--- config.mk ---
export PLATFORM = sky130hd
export DESIGN_NAME = flash_guard
export DESIGN_NICKNAME = d
export VERILOG_FILES = /design/src/rtl/flash_guard_pkg.sv /design/src/rtl/fg_cfg_regs.sv /design/src/rtl/fg_range_match.sv /design/src/rtl/fg_verdict.sv /design/src/rtl/flash_guard.sv
export SDC_FILE = /design/constraint.sdc
export NUM_CORES = 1
export LEC_CHECK = 0
export BUFFER_PORTS_ARGS = -buffer_cell sky130_fd_sc_hd__buf_4
export CAP_MARGIN = 5
export CORE_MARGIN = 4
export CORE_UTILIZATION = 26
export CTS_BUF_LIST = sky130_fd_sc_hd__clkbuf_4 sky130_fd_sc_hd__clkbuf_8 sky130_fd_sc_hd__clkbuf_16
export DETAILED_ROUTE_END_ITERATION = 10
export PLACE_DENSITY = 0.46
export SLEW_MARGIN = 20
export SYNTH_ARGS = -nofsm -noshare
export SYNTH_HDL_FRONTEND = slang
export SYNTH_HIERARCHICAL = 1
export SYNTH_SLANG_ARGS = --single-unit
export TNS_END_PERCENT = 20
--- constraint.sdc ---
create_clock -name clk -period 1.86 [get_ports clk]
set_input_delay 0.279 -clock clk [delete_from_list [all_inputs] [get_ports clk]]
set_output_delay 0.279 -clock clk [all_outputs]
set_load 0.05 [all_outputs]
--- src/rtl/flash_guard_pkg.sv ---
package flash_guard_pkg;

  typedef enum logic [2:0] {
    RK_RANGE,
    RK_BOOT,
    RK_CTRL,
    RK_STAT,
    RK_NONE
  } reg_kind_e;

  localparam int LOCK_BIT = 0;
  localparam int CLR_BIT  = 0;

  // Select map: windows first, then floor, control, status.
  function automatic reg_kind_e kind_of(input int unsigned sel, input int unsigned n_rng);
    if (sel < n_rng)          return RK_RANGE;
    else if (sel == n_rng)     return RK_BOOT;
    else if (sel == n_rng + 1) return RK_CTRL;
    else if (sel == n_rng + 2) return RK_STAT;
    else                       return RK_NONE;
  endfunction

endpackage

--- src/rtl/fg_cfg_regs.sv ---
module fg_cfg_regs
  import flash_guard_pkg::*;
#(
  parameter int N_RANGE  = 3,
  parameter int ADDR_W   = 24,
  parameter int PG_SHIFT = 12,
  parameter int DATA_W   = 32,
  parameter int SEL_W    = 3,
  localparam int PG_W    = ADDR_W - PG_SHIFT
) (
  input  logic                           clk,
  input  logic                           rst,
  input  logic                           cfg_we,
  input  logic [SEL_W-1:0]               cfg_sel,
  input  logic [DATA_W-1:0]              cfg_wdata,
  output logic [N_RANGE-1:0]             rng_en,
  output logic [N_RANGE-1:0][PG_W-1:0]   rng_lo,
  output logic [N_RANGE-1:0][PG_W-1:0]   rng_hi,
  output logic [ADDR_W-1:0]              boot_base,
  output logic                           locked,
  output logic                           stat_clr
);

  reg_kind_e kind;
  logic      wr_open;
  logic      unused_bits;

  assign kind        = kind_of(32'(cfg_sel), N_RANGE);
  assign wr_open     = cfg_we && !locked;
  assign stat_clr    = cfg_we && (kind == RK_STAT) && cfg_wdata[CLR_BIT];
  assign unused_bits = ^cfg_wdata;

  for (genvar g = 0; g < N_RANGE; g++) begin : g_win
    always_ff @(posedge clk) begin
      if (rst) begin
        rng_en[g] <= 1'b0;
        rng_lo[g] <= '0;
        rng_hi[g] <= '0;
      end else if (wr_open && (kind == RK_RANGE) && (cfg_sel == SEL_W'(g))) begin
        rng_en[g] <= cfg_wdata[DATA_W-1];
        rng_hi[g] <= cfg_wdata[2*PG_W-1:PG_W];
        rng_lo[g] <= cfg_wdata[PG_W-1:0];
      end
    end
  end

  always_ff @(posedge clk) begin
    if (rst)
      boot_base <= '0;
    else if (wr_open && (kind == RK_BOOT))
      boot_base <= cfg_wdata[ADDR_W-1:0];
  end

  always_ff @(posedge clk) begin
    if (rst)
      locked <= 1'b0;
    else if (cfg_we && (kind == RK_CTRL) && cfg_wdata[LOCK_BIT])
      locked <= 1'b1;
  end

endmodule

--- src/rtl/fg_range_match.sv ---
module fg_range_match #(
  parameter int PG_W = 12
) (
  input  logic            en,
  input  logic [PG_W-1:0] lo,
  input  logic [PG_W-1:0] hi,
  input  logic [PG_W-1:0] pg,
  output logic            hit
);

  // Both window ends are inclusive.
  assign hit = en && (pg >= lo) && (pg <= hi);

endmodule

--- src/rtl/fg_verdict.sv ---
module fg_verdict (
  input  logic clk,
  input  logic rst,
  input  logic req_valid,
  input  logic req_needs_prefix,
  input  logic below_boot,
  input  logic range_hit,
  input  logic stat_clr,
  output logic dec_valid,
  output logic dec_allow,
  output logic dec_block,
  output logic blk_flag
);

  logic deny;

  assign deny = below_boot || (req_needs_prefix && range_hit);

  always_ff @(posedge clk) begin
    if (rst) begin
      dec_valid <= 1'b0;
      dec_allow <= 1'b0;
      dec_block <= 1'b0;
      blk_flag  <= 1'b0;
    end else begin
      dec_valid <= req_valid;
      dec_allow <= req_valid && !deny;
      dec_block <= req_valid && deny;
      if (req_valid && deny)
        blk_flag <= 1'b1;
      else if (stat_clr)
        blk_flag <= 1'b0;
    end
  end

endmodule

--- src/rtl/flash_guard.sv ---
module flash_guard #(
  parameter int N_RANGE  = 3,
  parameter int ADDR_W   = 24,
  parameter int PG_SHIFT = 12,
  parameter int DATA_W   = 32,
  localparam int PG_W    = ADDR_W - PG_SHIFT,
  localparam int SEL_W   = $clog2(N_RANGE + 3)
) (
  input  logic              clk,
  input  logic              rst,
  input  logic              cfg_we,
  input  logic [SEL_W-1:0]  cfg_sel,
  input  logic [DATA_W-1:0] cfg_wdata,
  input  logic              req_valid,
  input  logic              req_needs_prefix,
  input  logic [ADDR_W-1:0] req_addr,
  output logic              dec_valid,
  output logic              dec_allow,
  output logic              dec_block,
  output logic              blk_flag,
  output logic              cfg_locked
);

  logic [N_RANGE-1:0]           rng_en;
  logic [N_RANGE-1:0][PG_W-1:0] rng_lo;
  logic [N_RANGE-1:0][PG_W-1:0] rng_hi;
  logic [ADDR_W-1:0]            boot_base;
  logic                         stat_clr;
  logic [N_RANGE-1:0]           hits;
  logic                         range_hit;
  logic                         below_boot;

  fg_cfg_regs #(
    .N_RANGE (N_RANGE),
    .ADDR_W  (ADDR_W),
    .PG_SHIFT(PG_SHIFT),
    .DATA_W  (DATA_W),
    .SEL_W   (SEL_W)
  ) cfg_i (
    .clk      (clk),
    .rst      (rst),
    .cfg_we   (cfg_we),
    .cfg_sel  (cfg_sel),
    .cfg_wdata(cfg_wdata),
    .rng_en   (rng_en),
    .rng_lo   (rng_lo),
    .rng_hi   (rng_hi),
    .boot_base(boot_base),
    .locked   (cfg_locked),
    .stat_clr (stat_clr)
  );

  for (genvar g = 0; g < N_RANGE; g++) begin : g_match
    fg_range_match #(.PG_W(PG_W)) match_i (
      .en (rng_en[g]),
      .lo (rng_lo[g]),
      .hi (rng_hi[g]),
      .pg (req_addr[ADDR_W-1:PG_SHIFT]),
      .hit(hits[g])
    );
  end

  assign range_hit  = |hits;
  assign below_boot = req_addr < boot_base;

  fg_verdict verdict_i (
    .clk             (clk),
    .rst             (rst),
    .req_valid       (req_valid),
    .req_needs_prefix(req_needs_prefix),
    .below_boot      (below_boot),
    .range_hit       (range_hit),
    .stat_clr        (stat_clr),
    .dec_valid       (dec_valid),
    .dec_allow       (dec_allow),
    .dec_block       (dec_block),
    .blk_flag        (blk_flag)
  );

endmodule

# After elaboration in Yosys (flattened, before gate mapping)
# Cells that the tools add are included.
# classes
eq_ne	8
n_shift	0
muxes	6
div	0
bitwise_logic	0
add_sub_neg	0
multipliers	0
magnitude_cmp	8
n_reduce_logical	26
# op_table
operator	n
>= comparator 12 bit	3
<= comparator 12 bit	3
less-than comparator 24 bit	1
logical AND 1 bit	19
== test 3 x 2 -> 1 bit (second input constant)	4
two-way mux 3 bit	4
== test 3 x 1 -> 1 bit (second input constant)	2
== test 3 bit (second input constant)	2
zero test 3 bit	2
less-than comparator 3 x 2 -> 1 bit (second input constant)	1
OR reduction 3 bit	1
zero test 1 bit	2
two-way mux 1 bit	2
nonzero test 2 bit	1
logical OR 1 bit	1
# word_totals
n_memories	0
mem_bits_rw	0
latchBits	0
register_bits	104
elab_cells	63
output_inout_bits	5
romBits	0

# Longest topological paths before layout
# logic_depth
depth_word	10
depth_mapped	10
depth_no_buf	10

# By module
# The synthesis kept the hierarchy.
# modules_own_cells
mod	instances	area_per_inst_um2	cells_per_inst
fg_cfg_regs	1	3983.8	358
fg_range_match	3	601.8	85
flash_guard	1	589.3	82
fg_verdict	1	131.4	11

# Worst setup path before layout
# OpenSTA, ideal clock, no wires.
# synth_timing
path_type	reg-to-reg
start	register cfg_i/rng_hi[19] (netlist name)
end	register verdict_i.dec_allow
setup_slack_ns	-0.039
synth_period_minus_slack_ns	1.899
required_ns	1.798
stages_incl_launch_ff	11
path_buffers	0
arrival_time_ns	1.838
cell_sequence	dfxtp_1 -> inv_1 -> ha_1 -> nand2_1 -> o21a_1 -> o21ba_1 -> a31oi_1 -> a311oi_1 -> or3_1 -> a21oi_2 -> nor2b_2
# synth_via
elab_chain_len	7
# synth_lines
element	line_no	text
from (decl)	fg_cfg_regs.sv:18	output logic [N_RANGE-1:0][PG_W-1:0] rng_hi,
from (signal, indexed assignment)	fg_cfg_regs.sv:41	rng_hi[g] <= cfg_wdata[2*PG_W-1:PG_W];
<= comparator 12 bit	fg_range_match.sv:12	assign hit = en && (pg >= lo) && (pg <= hi);
logical AND 1 bit	fg_range_match.sv:12	
named net hits[1]	flash_guard.sv:29	logic [N_RANGE-1:0] hits;
OR reduction 3 bit	flash_guard.sv:63	assign range_hit = |hits;
named net range_hit	flash_guard.sv:30	logic range_hit;
logical AND 1 bit	fg_verdict.sv:17	assign deny = below_boot || (req_needs_prefix && range_hit);
logical OR 1 bit	fg_verdict.sv:17	
zero test 1 bit	fg_verdict.sv:27	dec_allow <= req_valid && !deny;
logical AND 1 bit	fg_verdict.sv:27	
to (signal assigned)	fg_verdict.sv:27	
to (decl)	fg_verdict.sv:10	output logic dec_allow,
# The timed path passes the listed nets, and every way through them passes these cells.
# A chain may end at the register's enable or synchronous reset.

# Final worst setup path
# layout_timing
start	register cfg_i/rng_lo[9] (netlist name)
end	register verdict_i.dec_allow
# layout_via
elab_chain_len	8
# layout_lines
element	line_no	text
from (decl)	fg_cfg_regs.sv:17	output logic [N_RANGE-1:0][PG_W-1:0] rng_lo,
from (signal, indexed assignment)	fg_cfg_regs.sv:42	rng_lo[g] <= cfg_wdata[PG_W-1:0];
>= comparator 12 bit	fg_range_match.sv:12	
logical AND 1 bit (2 in series)	fg_range_match.sv:12	
named net hits[0]	flash_guard.sv:29	
OR reduction 3 bit	flash_guard.sv:63	
named net range_hit	flash_guard.sv:30	
logical AND 1 bit	fg_verdict.sv:17	
logical OR 1 bit	fg_verdict.sv:17	
zero test 1 bit	fg_verdict.sv:27	
logical AND 1 bit	fg_verdict.sv:27	
# The timed path passes the listed nets, and every way through them passes these cells.

==> out/qor.yml <==
timing:
  slew_viol_final: 0
  fin_crit_ps: 2120
  setup_viol: 3
  relSlewSlack_pct: 64.9
  min_period_over_period_pct: 114
  rsz0062_at_grt: "true"
  fmax_mhz: 472
  worst_pin_slew_ps: 526
  setup_tns_ps: -730
  worst_slack_ps: -260
  final_hold_viol_count: 0
  fin_skew_ps: 4.77
global_routing:
  use_met2_pct: 21.4
  first_global_vias: 5134
  met3_usage_pct: 2.64
  grt_max_degree: 42
  antenna_found_initial: 0
  top_usage_layer: "met2"
  track_usage_pct: 13.0
  grt_pass1_wl_um: 28200
  grt.met1_usage_pct: 18.0
  overflow: 0
synth:
  synth_top_cell_area_share_pct: 32.0
  yosysTopAreaCell: "dfxtp_1"
  synthesis.area_um2: 6510
  synthCells: 706
  syn_nets: 865
  synth.distinct_cells: 44
  synth-seq-area-share_pct: 32.0
  synth-seq-cells: 104
  ys_warn_count: 6
  yosys-top-cells-area: "dfxtp_1 (32%), ha_1 (18%), mux2i_1 (15%)"
  syn_area_per_cell_um2: 9.22
floorplanning:
  io_pins: 69
  die-area_um2: 27600
  coreArea_um2: 24500
  chipWidth_um: 166
  initial_core_util_pct: 26.6
  fp-row-count: 57
  die_h_um: 166
cts:
  clock_latency_ps: 350
  tritoncts: "built"
  cts_made_buffers: 9
  h-tree-depth: 3
  cts-root-buf: "clkbuf_16"
  clock_path_buffers: 2
  path_clk_slew_ps: 70
  clkSinkCount: 104
cells_and_area:
  final_util_pct: 33.9
  final_cells: 1140
  diodes: 0
  layout-area-overhead-vs-synth_pct: 27.4
  drive_gt1_share_pct: 22.4
  fin_nets: 971
  nFillCells: 2547
  finalInstanceArea_um2: 8290
route:
  viasPerCell: 4.31
  drtAntennaViolNets: 0
  vias: 4918
  drt_pre_antenna_iters: 4
  drt-initial-drc-count: 187
  route.detailed.drc: 0
  wl_per_cell_um: 15.7
  drt-total-wl_um: 17900
pwr:
  intPower_mw: 3.94
  powerDensity_nw_per_um2: 640
  seqPwrFrac_pct: 43.5
  irDropWorstVdd_v: 0.000398
  p_comb_share_pct: 17.1
  p_leak_nw: 3.60
  clockPowerShare_pct: 39.4
  p_switching_mw: 1.37
  swShare_pct: 25.9
setup_path:
  critPathKind: "reg -> reg"
  rr_worst_depth: 10
  crit_path_end_kind: "register"
  reg2reg_from: "cfg_i/rng_lo[9]"
  crit_path_start_kind: "register"
  arrival_ps: 2420
  critPathMaxFanout: 3
  r2r_end: "verdict_i/dec_allow"
  cp_data_required_time_ps: 2160
  r2r_slack_ps: -260
min_path:
  hold_depth: 3
  whs_endpoint: "verdict_i/dec_valid"
  min_from: "req_valid"
  hold_class: "in -> reg"
run:
  max_cap_violations: 0
placed_design:
  pre_cts_ws_ps: -364
  port_buffers: 61
  dp_cells: 1124
  hpwl_um: 13700
  finalWeightedCongestion: 0.826
  dpl_cell_area_um2: 7740
outcome:
  violations: "negative setup slack"
  status: "finished with violations"
-- flip-flops by register name (all words and copies together) (netlist names) --
| register | count |
|---|---|
| cfg_i/boot_base | 24 |
| cfg_i/locked | 1 |
| cfg_i/rng_en | 3 |
| cfg_i/rng_hi | 36 |
| cfg_i/rng_lo | 36 |
| verdict_i/blk_flag | 1 |
| verdict_i/dec_allow | 1 |
| verdict_i/dec_block | 1 |
| verdict_i/dec_valid | 1 |
-- worst max-delay path, cell delays in order, from the launching register on --
cell and delay (ps):
dfxtp_1 350, inv_1 50, ha_1 300, a21oi_1 160, nor2b_1 60, o21ai_0 200
buf_4 150, a311oi_1 80, or3_1 370, a21oi_2 190, nor2b_4 150
-- worst max path at each step --
stage                                to  cells past startpoint              from  slack, ps
floorplan           verdict_i/dec_allow                     10  cfg_i/rng_hi[19]        -40
global placement    verdict_i/dec_allow                     10      req_addr[21]       -340
detailed placement   verdict_i/blk_flag                     10      req_addr[21]       -360
CTS                 verdict_i/dec_allow                     10  cfg_i/rng_hi[29]       -260
global route        verdict_i/dec_allow                     10  cfg_i/rng_hi[21]       -340
finish              verdict_i/dec_allow                     10   cfg_i/rng_lo[9]       -260
-- final cells by class --
type	instances	area, um^2	share of cell area [%]
multi-input cells	474	4140	49.9
flip-flops and latches	104	2090	25.2
repair buffers	117	941	11.3
well taps	324	405	4.89
inverters	106	398	4.80
clock buffers	10	239	2.88
clock inverters	5	81.3	0.981
-- power groups by stage --
| stage | clock network (mW) | registers (mW) | logic, mW |
|---|---|---|---|
| after floorplan | 0 | 2.37 | 0.456 |
| after global placement | 0 | 2.36 | 0.869 |
| after detailed placement | 0 | 2.36 | 0.869 |
| after CTS | 2.17 | 2.31 | 0.889 |
| after global routing | 2.25 | 2.31 | 1.02 |
| final | 2.09 | 2.31 | 0.908 |
-- metal layers --
layer	up-vias	wire, um	share of wire [%]
met4	0	136	0.76
met5	-	0	0
met2	69	8180	46
met3	10	596	3.3
li1	2580	-	-
met1	2259	8990	50
-- layout by cell type (no fill, tap or decap), types with 11 or more instances in the layout --
master,count
nand2b_1,124
buf_4,112
inv_1,101
mux2i_1,99
dfxtp_1,95
ha_1,83
a21oi_1,32
nor2_1,18
ha_4,12
nand2_1,11
nand4_1,11
o21ai_0,11
-- logic make-up (layout without fill, tap and decap cells) --
family / Yosys count / after routing / share of synthesized area (%)
compound gates: 78 / 78 / 7.53
fa+ha+maj: 95 / 95 / 18.3
mux: 99 / 99 / 15.2
simple gates: 202 / 202 / 19.3
buf+inv: 128 / 238 / 7.73
flops: 104 / 104 / 32.0
-- Yosys cell counts (all sizes together) --
library cell / n
and2: 1
nor2: 19
and3b: 2
a311oi: 3
nor3: 6
o22ai: 3
o21ai: 18
dfxtp: 104
inv: 106
nand2: 12
nor2b: 8
or3: 1
nor3b: 2
a221oi: 1
o2111ai: 4
o2bb2ai: 1
ha: 95
a2111oi: 1
a21o: 1
mux2i: 99
o21ba: 3
nor4: 3
o21a: 3
buf: 8
nand3: 6
nand3b: 2
clkbuf: 14
nand4: 14
nand2b: 125
a211oi: 2
a41oi: 1
a31oi: 3
and3: 1
a21oi: 34
-- stage by stage --
step                power [mW]  hold WS [ps]
floorplan                 2.83           396
detailed placement        3.23           460
CTS                       5.37           214
global route              5.58           233
finish                    5.31           233
global placement          3.23           459
-- timing repair --
item                                    4_1_cts  5_1_grt
pin swaps                                     9       11
gates resized for setup                      11       29
endpoints found under the hold margin         0        0
hold buffers                                  0        0
gates cloned                                  0        0
endpoints found under the setup margin        3        3
setup buffers                                 0        1
Note: power is estimated with default switching activity, not from simulation.
